## src/rtl/apb_req_pkg.sv

```systemverilog
package apb_req_pkg;

  typedef enum logic [1:0] {
    PH_IDLE   = 2'd0,
    PH_SETUP  = 2'd1,
    PH_ACCESS = 2'd2
  } phase_t;

  // strobes from control to datapath
  typedef struct packed {
    logic load;   // register a new request this edge
    logic finish; // current cycle completes the transfer
  } ctrlStrobes_t;

endpackage

```

## src/rtl/apb_req_ctrl.sv

```systemverilog
module apb_req_ctrl
  import apb_req_pkg::*;
(
  input  logic         clk,
  input  logic         rstN,
  input  logic         reqValid,
  input  logic         busReady,
  output logic         busSel,
  output logic         busEnable,
  output ctrlStrobes_t strobes
);

  phase_t phase;
  phase_t phaseNext;

  always_ff @(posedge clk or negedge rstN) begin
    if (!rstN) phase <= PH_IDLE;
    else       phase <= phaseNext;
  end

  always_comb begin
    phaseNext      = phase;
    strobes.load   = 1'b0;
    strobes.finish = 1'b0;
    case (phase)
      PH_IDLE: begin
        if (reqValid) begin
          phaseNext    = PH_SETUP;
          strobes.load = 1'b1;
        end
      end
      PH_SETUP: phaseNext = PH_ACCESS;
      PH_ACCESS: begin
        if (busReady) begin
          strobes.finish = 1'b1;
          if (reqValid) begin
            phaseNext    = PH_SETUP;
            strobes.load = 1'b1;
          end else begin
            phaseNext = PH_IDLE;
          end
        end
      end
      default: phaseNext = PH_IDLE;
    endcase
  end

  assign busSel    = (phase != PH_IDLE);
  assign busEnable = (phase == PH_ACCESS);

endmodule

```

## src/rtl/apb_req_dpath.sv

```systemverilog
module apb_req_dpath
  import apb_req_pkg::*;
#(
  parameter int ADDR_W = 32,
  parameter int DATA_W = 32
) (
  input  logic              clk,
  input  logic              rstN,
  input  ctrlStrobes_t      strobes,
  input  logic [ADDR_W-1:0] reqAddr,
  input  logic              reqWrite,
  input  logic [DATA_W-1:0] reqWdata,
  input  logic [DATA_W-1:0] busRdata,
  input  logic              busErr,
  output logic [ADDR_W-1:0] busAddr,
  output logic              busWrite,
  output logic [DATA_W-1:0] busWdata,
  output logic [DATA_W-1:0] rspData,
  output logic              rspDone,
  output logic              rspErr
);

  logic [ADDR_W-1:0] addrQ;
  logic              writeQ;
  logic [DATA_W-1:0] wdataQ;
  logic [DATA_W-1:0] rdataQ;
  logic              readFinish;

  assign readFinish = strobes.finish && !writeQ;

  // request fields, frozen for the life of a transfer
  always_ff @(posedge clk or negedge rstN) begin
    if (!rstN) begin
      addrQ  <= '0;
      writeQ <= 1'b0;
      wdataQ <= '0;
    end else if (strobes.load) begin
      addrQ  <= reqAddr;
      writeQ <= reqWrite;
      wdataQ <= reqWdata;
    end
  end

  // read data holding register
  always_ff @(posedge clk or negedge rstN) begin
    if (!rstN)           rdataQ <= '0;
    else if (readFinish) rdataQ <= busRdata;
  end

  assign busAddr  = addrQ;
  assign busWrite = writeQ;
  assign busWdata = wdataQ;
  assign rspData  = readFinish ? busRdata : rdataQ;
  assign rspDone  = strobes.finish;
  assign rspErr   = strobes.finish && busErr;

endmodule

```

## src/rtl/apb_requester.sv

```systemverilog
module apb_requester
  import apb_req_pkg::*;
#(
  parameter int ADDR_W = 32,
  parameter int DATA_W = 32
) (
  input  logic              clk,
  input  logic              rstN,
  input  logic              reqValid,
  input  logic [ADDR_W-1:0] reqAddr,
  input  logic              reqWrite,
  input  logic [DATA_W-1:0] reqWdata,
  output logic [DATA_W-1:0] rspData,
  output logic              rspDone,
  output logic              rspErr,
  output logic              busSel,
  output logic              busEnable,
  output logic [ADDR_W-1:0] busAddr,
  output logic              busWrite,
  output logic [DATA_W-1:0] busWdata,
  input  logic [DATA_W-1:0] busRdata,
  input  logic              busReady,
  input  logic              busErr
);

  ctrlStrobes_t strobes;

  apb_req_ctrl uCtrl (
    .clk       (clk),
    .rstN      (rstN),
    .reqValid  (reqValid),
    .busReady  (busReady),
    .busSel    (busSel),
    .busEnable (busEnable),
    .strobes   (strobes)
  );

  apb_req_dpath #(
    .ADDR_W (ADDR_W),
    .DATA_W (DATA_W)
  ) uDpath (
    .clk      (clk),
    .rstN     (rstN),
    .strobes  (strobes),
    .reqAddr  (reqAddr),
    .reqWrite (reqWrite),
    .reqWdata (reqWdata),
    .busRdata (busRdata),
    .busErr   (busErr),
    .busAddr  (busAddr),
    .busWrite (busWrite),
    .busWdata (busWdata),
    .rspData  (rspData),
    .rspDone  (rspDone),
    .rspErr   (rspErr)
  );

endmodule

```

## config.mk

```make
export PLATFORM = sky130hd
export DESIGN_NAME = apb_requester
export DESIGN_NICKNAME = d
export VERILOG_FILES = /design/src/rtl/apb_req_pkg.sv /design/src/rtl/apb_req_ctrl.sv /design/src/rtl/apb_req_dpath.sv /design/src/rtl/apb_requester.sv
export SDC_FILE = /design/constraint.sdc
export NUM_CORES = 1
export LEC_CHECK = 0
export ABC_AREA = 1
export BUFFER_PORTS_ARGS = -buffer_cell sky130_fd_sc_hd__buf_4
export CAP_MARGIN = 40
export CORE_UTILIZATION = 45
export CTS_CLUSTER_SIZE = 30
export DETAILED_ROUTE_END_ITERATION = 10
export PLACE_DENSITY_LB_ADDON = 0.3
export SYNTH_ARGS = -nofsm -noshare
export SYNTH_HDL_FRONTEND = slang
export SYNTH_HIERARCHICAL = 1
export SYNTH_SLANG_ARGS = --single-unit
```

## constraint.sdc

```tcl
create_clock -name clk -period 1.5 [get_ports clk]
set_input_delay 0.075 -clock clk [delete_from_list [all_inputs] [get_ports clk]]
set_output_delay 0.075 -clock clk [all_outputs]
set_load 0.05 [all_outputs]
```

==> impl_metrics.ini, run 1 <==
[route]
drc = 0
firstDrtPassIters = 4
avgViaCountPerCell = 5.11
drt-wirelength-per-cell_um = 18.5
routed-via-count = 4384
antenna_left = 0
first_iter_violations = 210
totalWireLength_mm = 15.9

[grt]
grt_pass1_vias = 4246
grtUsageTotal_pct = 29.8
antenna_found_initial = 0
grt_max_degree = 100
grt_first_pass_wirelength_mm = 20.3
grt-ovfl-total = 0

[outcome]
violations = negative setup slack
status = complete, but fails checks

[placement]
io_buffers = 202
preCtsSetupSlack_ps = 43.7
place_inst = 724
gp_congestion = 0.749
place_hpwl_mm = 7.06

[die]
core_area_mm2 = 0.00834
ios = 203
die_width_um = 95.6
dieArea_mm2 = 0.00913
start_util_pct = 47.2
die_h_um = 95.6
rows = 33

[cts]
cts_max_level = 3
insertion_delay_ps = 360
cts_inserted_buffers = 9
clock_path_buffers = 2
tritoncts = done
cts.sinks = 99
ctsRootBufferMaster = clkbuf_8
clkSlewWorstSetupHoldPaths_ps = 100

[synthesis]
netlist-cell-type-count = 15
yosysSeqAreaShare_pct = 62.9
yosysTopAreaCell = dfrtp_1
synthTopCellsByArea = dfrtp_1 63%, nand2_1 13%, o21ai_0 8.3%, inv_1 6.4%, nand3_1 4.2%
syn_nets = 534
synthCells = 432
synthesis.area_mm2 = 0.00394
synth-edff-count = 0
synthTopCellsByCount = 135 x nand2_1, 99 x dfrtp_1, 67 x inv_1
ys_seq_elements = 99
synth_top_area_share_pct = 62.9
ys_async_sr_fraction_pct = 100
syn-mean-instance-area_um2 = 9.12
ys_warn_count = 6
synth_top_flop_cell = dfrtp_1
yosysMostFrequentCell = nand2_1

[timing]
hold_viol = 0
finalMaxSlewViolations = 0
fmax_mhz = 544
min_period_ps = 1840
worst_slew_pin_slew_ps = 525
period_share_pct = 123
rsz0062_at_grt = yes
whs_ps = 20.5
slew_headroom_pct = 65.0
setup_viol = 34
layout_setup_ws_ps = -338
fin_skew_ps = 9.08

[critical_path]
reg2reg_to = uDpath/rdataQ[14]
critPathArrivalTime_ps = 1760
cp.required_ps = 1420
crit_end = rspData[14]
r2r_cells = 9
crit_type = reg -> out
crit_path_start = uCtrl/phase[0]
ff2ff_setup_slack_ps = 10
timing.rr.start = uCtrl/phase[0]
worst-path-max-fanout = 13
startpoint_type = register
cp-end-kind = primary output

[cells_and_area]
drive_above_1_share_pct = 42.1
insertedDiodeCount = 0
post-route-util_pct = 89.9
final_cells = 858
nets = 851
area_growth_pct = 90.4

[power_and_ir_drop]
ir_drop_mv = 0.927
p_per_area_mw_per_mm2 = 1900
p_leak_nw = 3.86

[hold_path]
hold_class = in -> reg

[flow_run]
drv_cap = 0
report_power, final:
part,leakage [nW],internal (mW),switching (mW)
logic,2.49,2.84,5.11
clock network,0.137,1.44,0.914
registers,1.22,3.50,0.463
layout by cell type (no fill, tap or decap):
cell           Yosys  final
dlygate4sd3_1      0     87
nand2_1          135     90
nor2_1             3      1
buf_12             0      5
nand2_4            0      3
bufinv_16          0      5
o21ai_2            0      1
buf_4              5    188
nor2_2             1      1
buf_8              0     27
o21ai_1            0      8
nor2_4             0      2
buf_6              7     17
clkbuf_1           3      1
nand3_1           33     28
inv_1             67     66
nand2_2            1     43
dfrtp_1           99     99
clkinv_2           1      1
inv_2              2      3
clkbuf_8           0      9
nand3_2            0      5
o21ai_0           65     56
clkbuf_16          0      5
buf_16             0      2
worst min path at each step:
stage	slack, ps	cells after the start	startpoint	endpoint
floorplan	-220	0	rstN	uCtrl/phase[0]
global placement	180	2	rstN	uDpath/busAddr[20]
detailed placement	180	2	rstN	uDpath/busAddr[28]
CTS	0.9	3	busRdata[1]	uDpath/rdataQ[1]
global route	30	3	busRdata[21]	uDpath/rdataQ[21]
finish	20	3	busRdata[25]	uDpath/rdataQ[25]
critical path: stages (launching register included):
cell      delay [ps]
dfrtp_1          400
clkinv_2          80
nand2_4           60
nor2_4           120
buf_4            140
nand2_4           80
buf_12           170
nand2_2           80
nand2_2          100
buf_8            170
stage by stage:
stage	cell area, um2	TNS, ps	power [mW]
global route	7500	-11500	14.8
detailed placement	5610	0	10.1
global placement	5610	0	10.0
CTS	7100	-7960	13.4
floorplan	4020	0	8.14
finish	7500	-9220	14.3
cells by family after synthesis:
kind of cell / Yosys count / share of synthesized area [%]
and+or+nand+nor: 173 / 17.7
DFF: 99 / 62.9
buffers and inverters: 95 / 11.2
AOI/OAI and AO/OA: 65 / 8.26
routing by layer:
layer | GRT usage (%) | wire length (um) | vias to the layer above | part of all wire (%)
li1 | - | - | 1945 | -
met3 | 8.05 | 1410 | 70 | 8.9
met1 | 31.2 | 5400 | 2089 | 34
met2 | 54.3 | 8290 | 280 | 52
met5 | 0 | 0 | - | 0
met4 | 15.3 | 805 | 0 | 5.1
state kept, by name, summed over array words and instances, names as in the netlist:
register / cells
uDpath/busWrite: 1
uDpath/rdataQ: 32
uDpath/busWdata: 32
uCtrl/phase: 2
uDpath/busAddr: 32
area by class of cell:
class	count	area, um2
Timing Repair Buffer	331	3160
Sequential cell	99	2480
Multi-Input combinational cell	238	1190
Fill cell	345	838
Inverter	70	264
Clock inverter	5	150
Tap cell	105	131
Clock buffer	10	128
what timing repair did:
item / 4_1_cts / 5_1_grt
setup endpoints to repair: 34 / 94
cloned: 3 / 9
gates resized for setup: 64 / 43
hold buffers: 86 / 1
setup buffers: 8 / 13
hold endpoints to repair: 184 / 1
pin swaps: 10 / 7
Note: power is estimated with default switching activity, not from simulation.
==> inputs of run 2 (changes only) <==
--- a/config.mk
+++ b/config.mk
@@ -8,7 +8,7 @@
 export ABC_AREA = 1
 export BUFFER_PORTS_ARGS = -buffer_cell sky130_fd_sc_hd__buf_4
 export CAP_MARGIN = 40
-export CORE_UTILIZATION = 45
+export CORE_UTILIZATION = 49
 export CTS_CLUSTER_SIZE = 30
 export DETAILED_ROUTE_END_ITERATION = 10
 export PLACE_DENSITY_LB_ADDON = 0.3
==> constraint.sdc (replaced) <==
create_clock -name clk -period 2.2 [get_ports clk]
set_input_delay 0.11 -clock clk [delete_from_list [all_inputs] [get_ports clk]]
set_output_delay 0.11 -clock clk [all_outputs]
set_load 0.05 [all_outputs]
==> run 2 against run 1 <==
  * Routed wire length shrank 25%
  * Via count is 13% lower
  * Clock skew up 2.2 ps
  * The run now ends clean
==> impl_metrics.ini, run 2 (same netlist as run 1, synthesis figures left out) <==
[outcome]
status = finished, final reports clean

[route]
avgViaCountPerCell = 4.76
drc = 0
drt-wirelength-per-cell_um = 14.9
totalWireLength_mm = 12.0
first_iter_violations = 160
antenna_left = 0
firstDrtPassIters = 5
routed-via-count = 3831

[critical_path]
worst-path-max-fanout = 34
cp-end-kind = primary output
critPathArrivalTime_ps = 1880
cp.required_ps = 2090
crit_type = reg -> out
startpoint_type = register

[placement]
gp_congestion = 0.844
place_inst = 716
place_hpwl_mm = 7.04
dpl_cell_area_mm2 = 0.00547
io_buffers = 202

[power_and_ir_drop]
ir_drop_mv = 0.723
p_per_area_mw_per_mm2 = 1260
power_mw = 8.01
p_leak_nw = 3.41

[die]
die_h_um = 91.7
dieArea_mm2 = 0.00840
ios = 203
core_area_mm2 = 0.00777
start_util_pct = 50.7
die_width_um = 91.7
rows = 32

[cells_and_area]
post-route-util_pct = 82.1
design_area_mm2 = 0.00637
drive_above_1_share_pct = 32.8
area_growth_pct = 61.8
fillers = 464
final_cells = 805
mostFrequentLayoutCells = 206 x buf_4, 135 x nand2_1, 99 x dfrtp_1
final_common_cell = buf_4
nets = 799

[grt]
antenna_found_initial = 0
grtUsageMet3_pct = 8.54
grtUsageMet1_pct = 33.4
use_met2_pct = 51.6
grt-ovfl-total = 0
grt_pass1_vias = 3992
grt_first_pass_wirelength_mm = 19.2
grtUsageTotal_pct = 29.6
grt_max_degree = 67
grt.busiest_layer = met2

[timing]
period_share_pct = 90.2
setup_viol = 0
slew_headroom_pct = 55.2
finalMaxSlewViolations = 0
hold_viol = 0
fin_setup_tns_ps = 0
worst_slew_pin_slew_ps = 672
fin_skew_ps = 11.3
fmax_mhz = 504
rsz0062_at_grt = no
min_period_ps = 1990

[cts]
insertion_delay_ps = 360
cts_inserted_buffers = 9
clkSlewWorstSetupHoldPaths_ps = 100
clock_path_buffers = 2
tritoncts = done
cts_max_level = 3
ctsRootBufferMaster = clkbuf_8
cts.sinks = 99

[hold_path]
hold_class = in -> reg

[flow_run]
drv_cap = 0
run 2: cell types whose count changed in the layout (fill, tap and decap cells not counted), sizes merged:
cell         change
clkinvlp         +1
clkbuf           -6
dlygate4sd3     -15
diode            +1
bufinv           -5
clkinv           +3
buf             -32
inv              +3
run 2: cell type report:
class / count / area (um2) / area share [%]
clock inverters: 7 / 61.3 / 0.962
repair buffers: 279 / 2290 / 35.9
multi-input cells: 238 / 1030 / 16.2
well taps: 102 / 128 / 2.00
inverters: 70 / 264 / 4.14
flip-flops and latches: 99 / 2480 / 38.9
clock buffers: 9 / 124 / 1.94
diodes: 1 / 2.50 / 0.0393
run 2: routing by layer:
layer	up-vias	wire length, um	share of wire [%]
met2	158	6340	53
met3	34	843	7.0
met4	0	393	3.3
met5	-	0	0
li1	1843	-	-
met1	1796	4400	37
run 2: power breakdown:
part           switching (mW)  internal (mW)
registers               0.272           2.38
clock network           0.642          0.433
logic                    3.08           1.20
run 2: stage by stage:
step	hold slack [ps]	setup WS [ps]
finish	21.0	215
CTS	2.08	218
floorplan	-186	613
global route	15.6	38.2
global placement	179	684
detailed placement	186	629
run 2: path summary, 6_finish.rpt:
path | startpoint | to | slack, ps | depth (start not counted)
setup / recovery | uCtrl/phase[0] | rspData[26] | 210 | 7
max in group asynchronous | rstN | uDpath/busAddr[25] | 1180 | 3
hold reg to reg | uDpath/rdataQ[13] | uDpath/rdataQ[13] | 480 | 2
min in group asynchronous | rstN | uDpath/busAddr[21] | 330 | 2
setup reg to reg | uCtrl/phase[0] | uDpath/busAddr[17] | 580 | 6
hold / removal | busRdata[9] | uDpath/rdataQ[9] | 20 | 3
run 2: repair_timing:
| item | 4_1_cts | 5_1_grt |
|---|---|---|
| buffers inserted | 0 | 0 |
| hold endpoints to repair | 122 | 0 |
| hold buffers | 72 | 0 |
| gates resized for setup | 0 | 0 |
run 2: worst max-delay path, stage by stage, from the launching register on:
cell and delay [ps]:
dfrtp_1 410, clkinv_2 70, nand2_1 70, nor2_2 120, buf_4 340, nand3_1 170, nand2_1 130, buf_4 210
==> inputs of run 3 (changes only) <==
--- a/config.mk
+++ b/config.mk
@@ -8,6 +8,7 @@
 export ABC_AREA = 1
 export BUFFER_PORTS_ARGS = -buffer_cell sky130_fd_sc_hd__buf_4
 export CAP_MARGIN = 40
+export CORE_ASPECT_RATIO = 0.75
 export CORE_UTILIZATION = 49
 export CTS_CLUSTER_SIZE = 30
 export DETAILED_ROUTE_END_ITERATION = 10
==> constraint.sdc (replaced) <==
create_clock -name clk -period 2.5 [get_ports clk]
set_input_delay 0.125 -clock clk [delete_from_list [all_inputs] [get_ports clk]]
set_output_delay 0.125 -clock clk [all_outputs]
set_load 0.01 [all_outputs]
==> run 3 against run 2 <==
  * Register-to-register slack better by 290 ps
  * Count of clock-buffer cells in the layout increased by 2
  * Critical path depth unchanged
  * Largest power group is now sequential cells
  * Highest routed layer unchanged
  * Worst setup slack better by 340 ps
  * Largest cell class unchanged
==> impl_metrics.ini, run 3 (same netlist as run 1, synthesis figures left out) <==
[timing]
fmax_mhz = 513
worst_slew_pin_slew_ps = 571
setup_viol = 0
fin_skew_ps = 13.4
period_share_pct = 77.9
slew_headroom_pct = 61.8
min_period_ps = 1950
fin_setup_tns_ps = 0
finalMaxSlewViolations = 0
hold_viol = 0
rsz0062_at_grt = no
whs_ps = 22.2

[power_and_ir_drop]
p_leak_nw = 3.38
p_int_mw = 3.59
pwr-share-clk_pct = 18.5
ir_drop_mv = 0.555
switching_share_pct = 34.3
p_sw_mw = 1.88
combPwrFrac_pct = 38.7
power_mw = 5.47
p_per_area_mw_per_mm2 = 867
pwr-share-seq_pct = 42.8

[grt]
antenna_found_initial = 0
grt_pass1_vias = 4104
grt_max_degree = 69
grt_first_pass_wirelength_mm = 20.2
grt-ovfl-total = 0
grtUsageTotal_pct = 31.8

[die]
core_area_mm2 = 0.00757
start_util_pct = 52.1
dieArea_mm2 = 0.00841
rows = 27
ios = 203
die_width_um = 106
die_h_um = 79.7

[route]
routed.top_layer = met4
first_iter_violations = 233
antenna_left = 0
avgViaCountPerCell = 4.98
drc = 0
totalWireLength_mm = 12.7
wl_met2_mm = 6.51
drt-wirelength-per-cell_um = 16.0
firstDrtPassIters = 5
met3_length_mm = 1.20
routed-via-count = 3956
wl_met1_mm = 4.62

[cells_and_area]
insertedDiodeCount = 0
area_growth_pct = 60.1
drive_above_1_share_pct = 33.0
final_common_cell = buf_4
nets = 792
mostFrequentLayoutCells = 207 x buf_4, 135 x nand2_1, 99 x dfrtp_1
fillers = 448

[placement]
place_hpwl_mm = 7.42
io_buffers = 202
gp_congestion = 0.827

[critical_path]
cp.required_ps = 2380
worst-path-max-fanout = 32
critPathArrivalTime_ps = 1820
startpoint_type = register
cp-end-kind = primary output
crit_type = reg -> out

[cts]
insertion_delay_ps = 360
cts.sinks = 99
clkSlewWorstSetupHoldPaths_ps = 90
tritoncts = done
cts_max_level = 3
clock_path_buffers = 2
ctsRootBufferMaster = clkbuf_8
cts_inserted_buffers = 9

[hold_path]
hold_class = in -> reg

[flow_run]
drv_cap = 0

[outcome]
status = finished, final reports clean
[run 3: cell count changes in the layout (fill, tap and decap cells not counted)]
cell | previous run | this run
inv_8 | 2 | 0
clkinv_4 | 2 | 1
clkbuf_1 | 0 | 1
buf_4 | 206 | 207
diode_2 | 1 | 0
dlygate4sd3_1 | 72 | 64
clkbuf_8 | 9 | 10
bufinv_16 | 0 | 1
inv_6 | 1 | 0
[run 3: timing repair]
item                       CTS  global route
hold endpoints to repair    93             0
setup buffers                0             0
gates resized for setup      0             0
hold buffers                64             0
setup endpoints to repair    0             0
[run 3: area by class of cell]
type | count | area [um2] | area share, %
flip-flops and latches | 99 | 2480 | 39.3
well taps | 101 | 126 | 2.00
clock buffers | 11 | 141 | 2.24
inverters | 70 | 264 | 4.19
multi-input cells | 238 | 1030 | 16.3
clock inverters | 4 | 51.3 | 0.813
repair buffers | 272 | 2210 | 35.1
[run 3: worst paths after layout]
| path | end | slack, ps | from | depth (start not counted) |
|---|---|---|---|---|
| worst max register to register | uDpath/busWdata[21] | 870 | uCtrl/phase[0] | 5 |
| worst max-delay path | rspData[22] | 550 | uCtrl/phase[0] | 7 |
| max in group asynchronous | uDpath/rdataQ[22] | 1570 | rstN | 3 |
| worst min-delay path | uDpath/rdataQ[5] | 20 | busRdata[5] | 3 |
| worst min register to register | uDpath/rdataQ[2] | 480 | uDpath/rdataQ[2] | 2 |
| min in group asynchronous | uDpath/busAddr[22] | 240 | rstN | 2 |
[run 3: per-layer routing]
metal	vias to the layer above	track usage, %
met2	234	56.3
met5	-	0
met1	1862	34.6
met4	0	12.9
met3	39	12.4
li1	1821	-
[run 3: metrics by stage]
stage,area (um2),utilization (%),std cells,setup WS (ps)
after floorplan,3940,-,432,1230
after global placement,5470,72.3,716,998
after detailed placement,5470,72.3,716,935
after CTS,6310,83.3,795,535
after global routing,6310,83.3,795,357
final,6310,83.3,795,552
[run 3: power groups by stage]
stage	Combinational [mW]	Sequential (mW)	Clock [mW]
CTS	2.07	2.32	1.04
floorplan	0.765	2.43	0
global placement	1.92	2.32	0
detailed placement	1.99	2.34	0
global route	2.30	2.39	1.10
finish	2.12	2.34	1.01
[run 3: critical path, stage by stage (launching register included)]
cell and delay (ps):
dfrtp_1 400, clkinv_2 80, nand2_1 70, nor2_2 120, nand2_2 360, nand2_1 160
nand2_1 110, buf_4 160
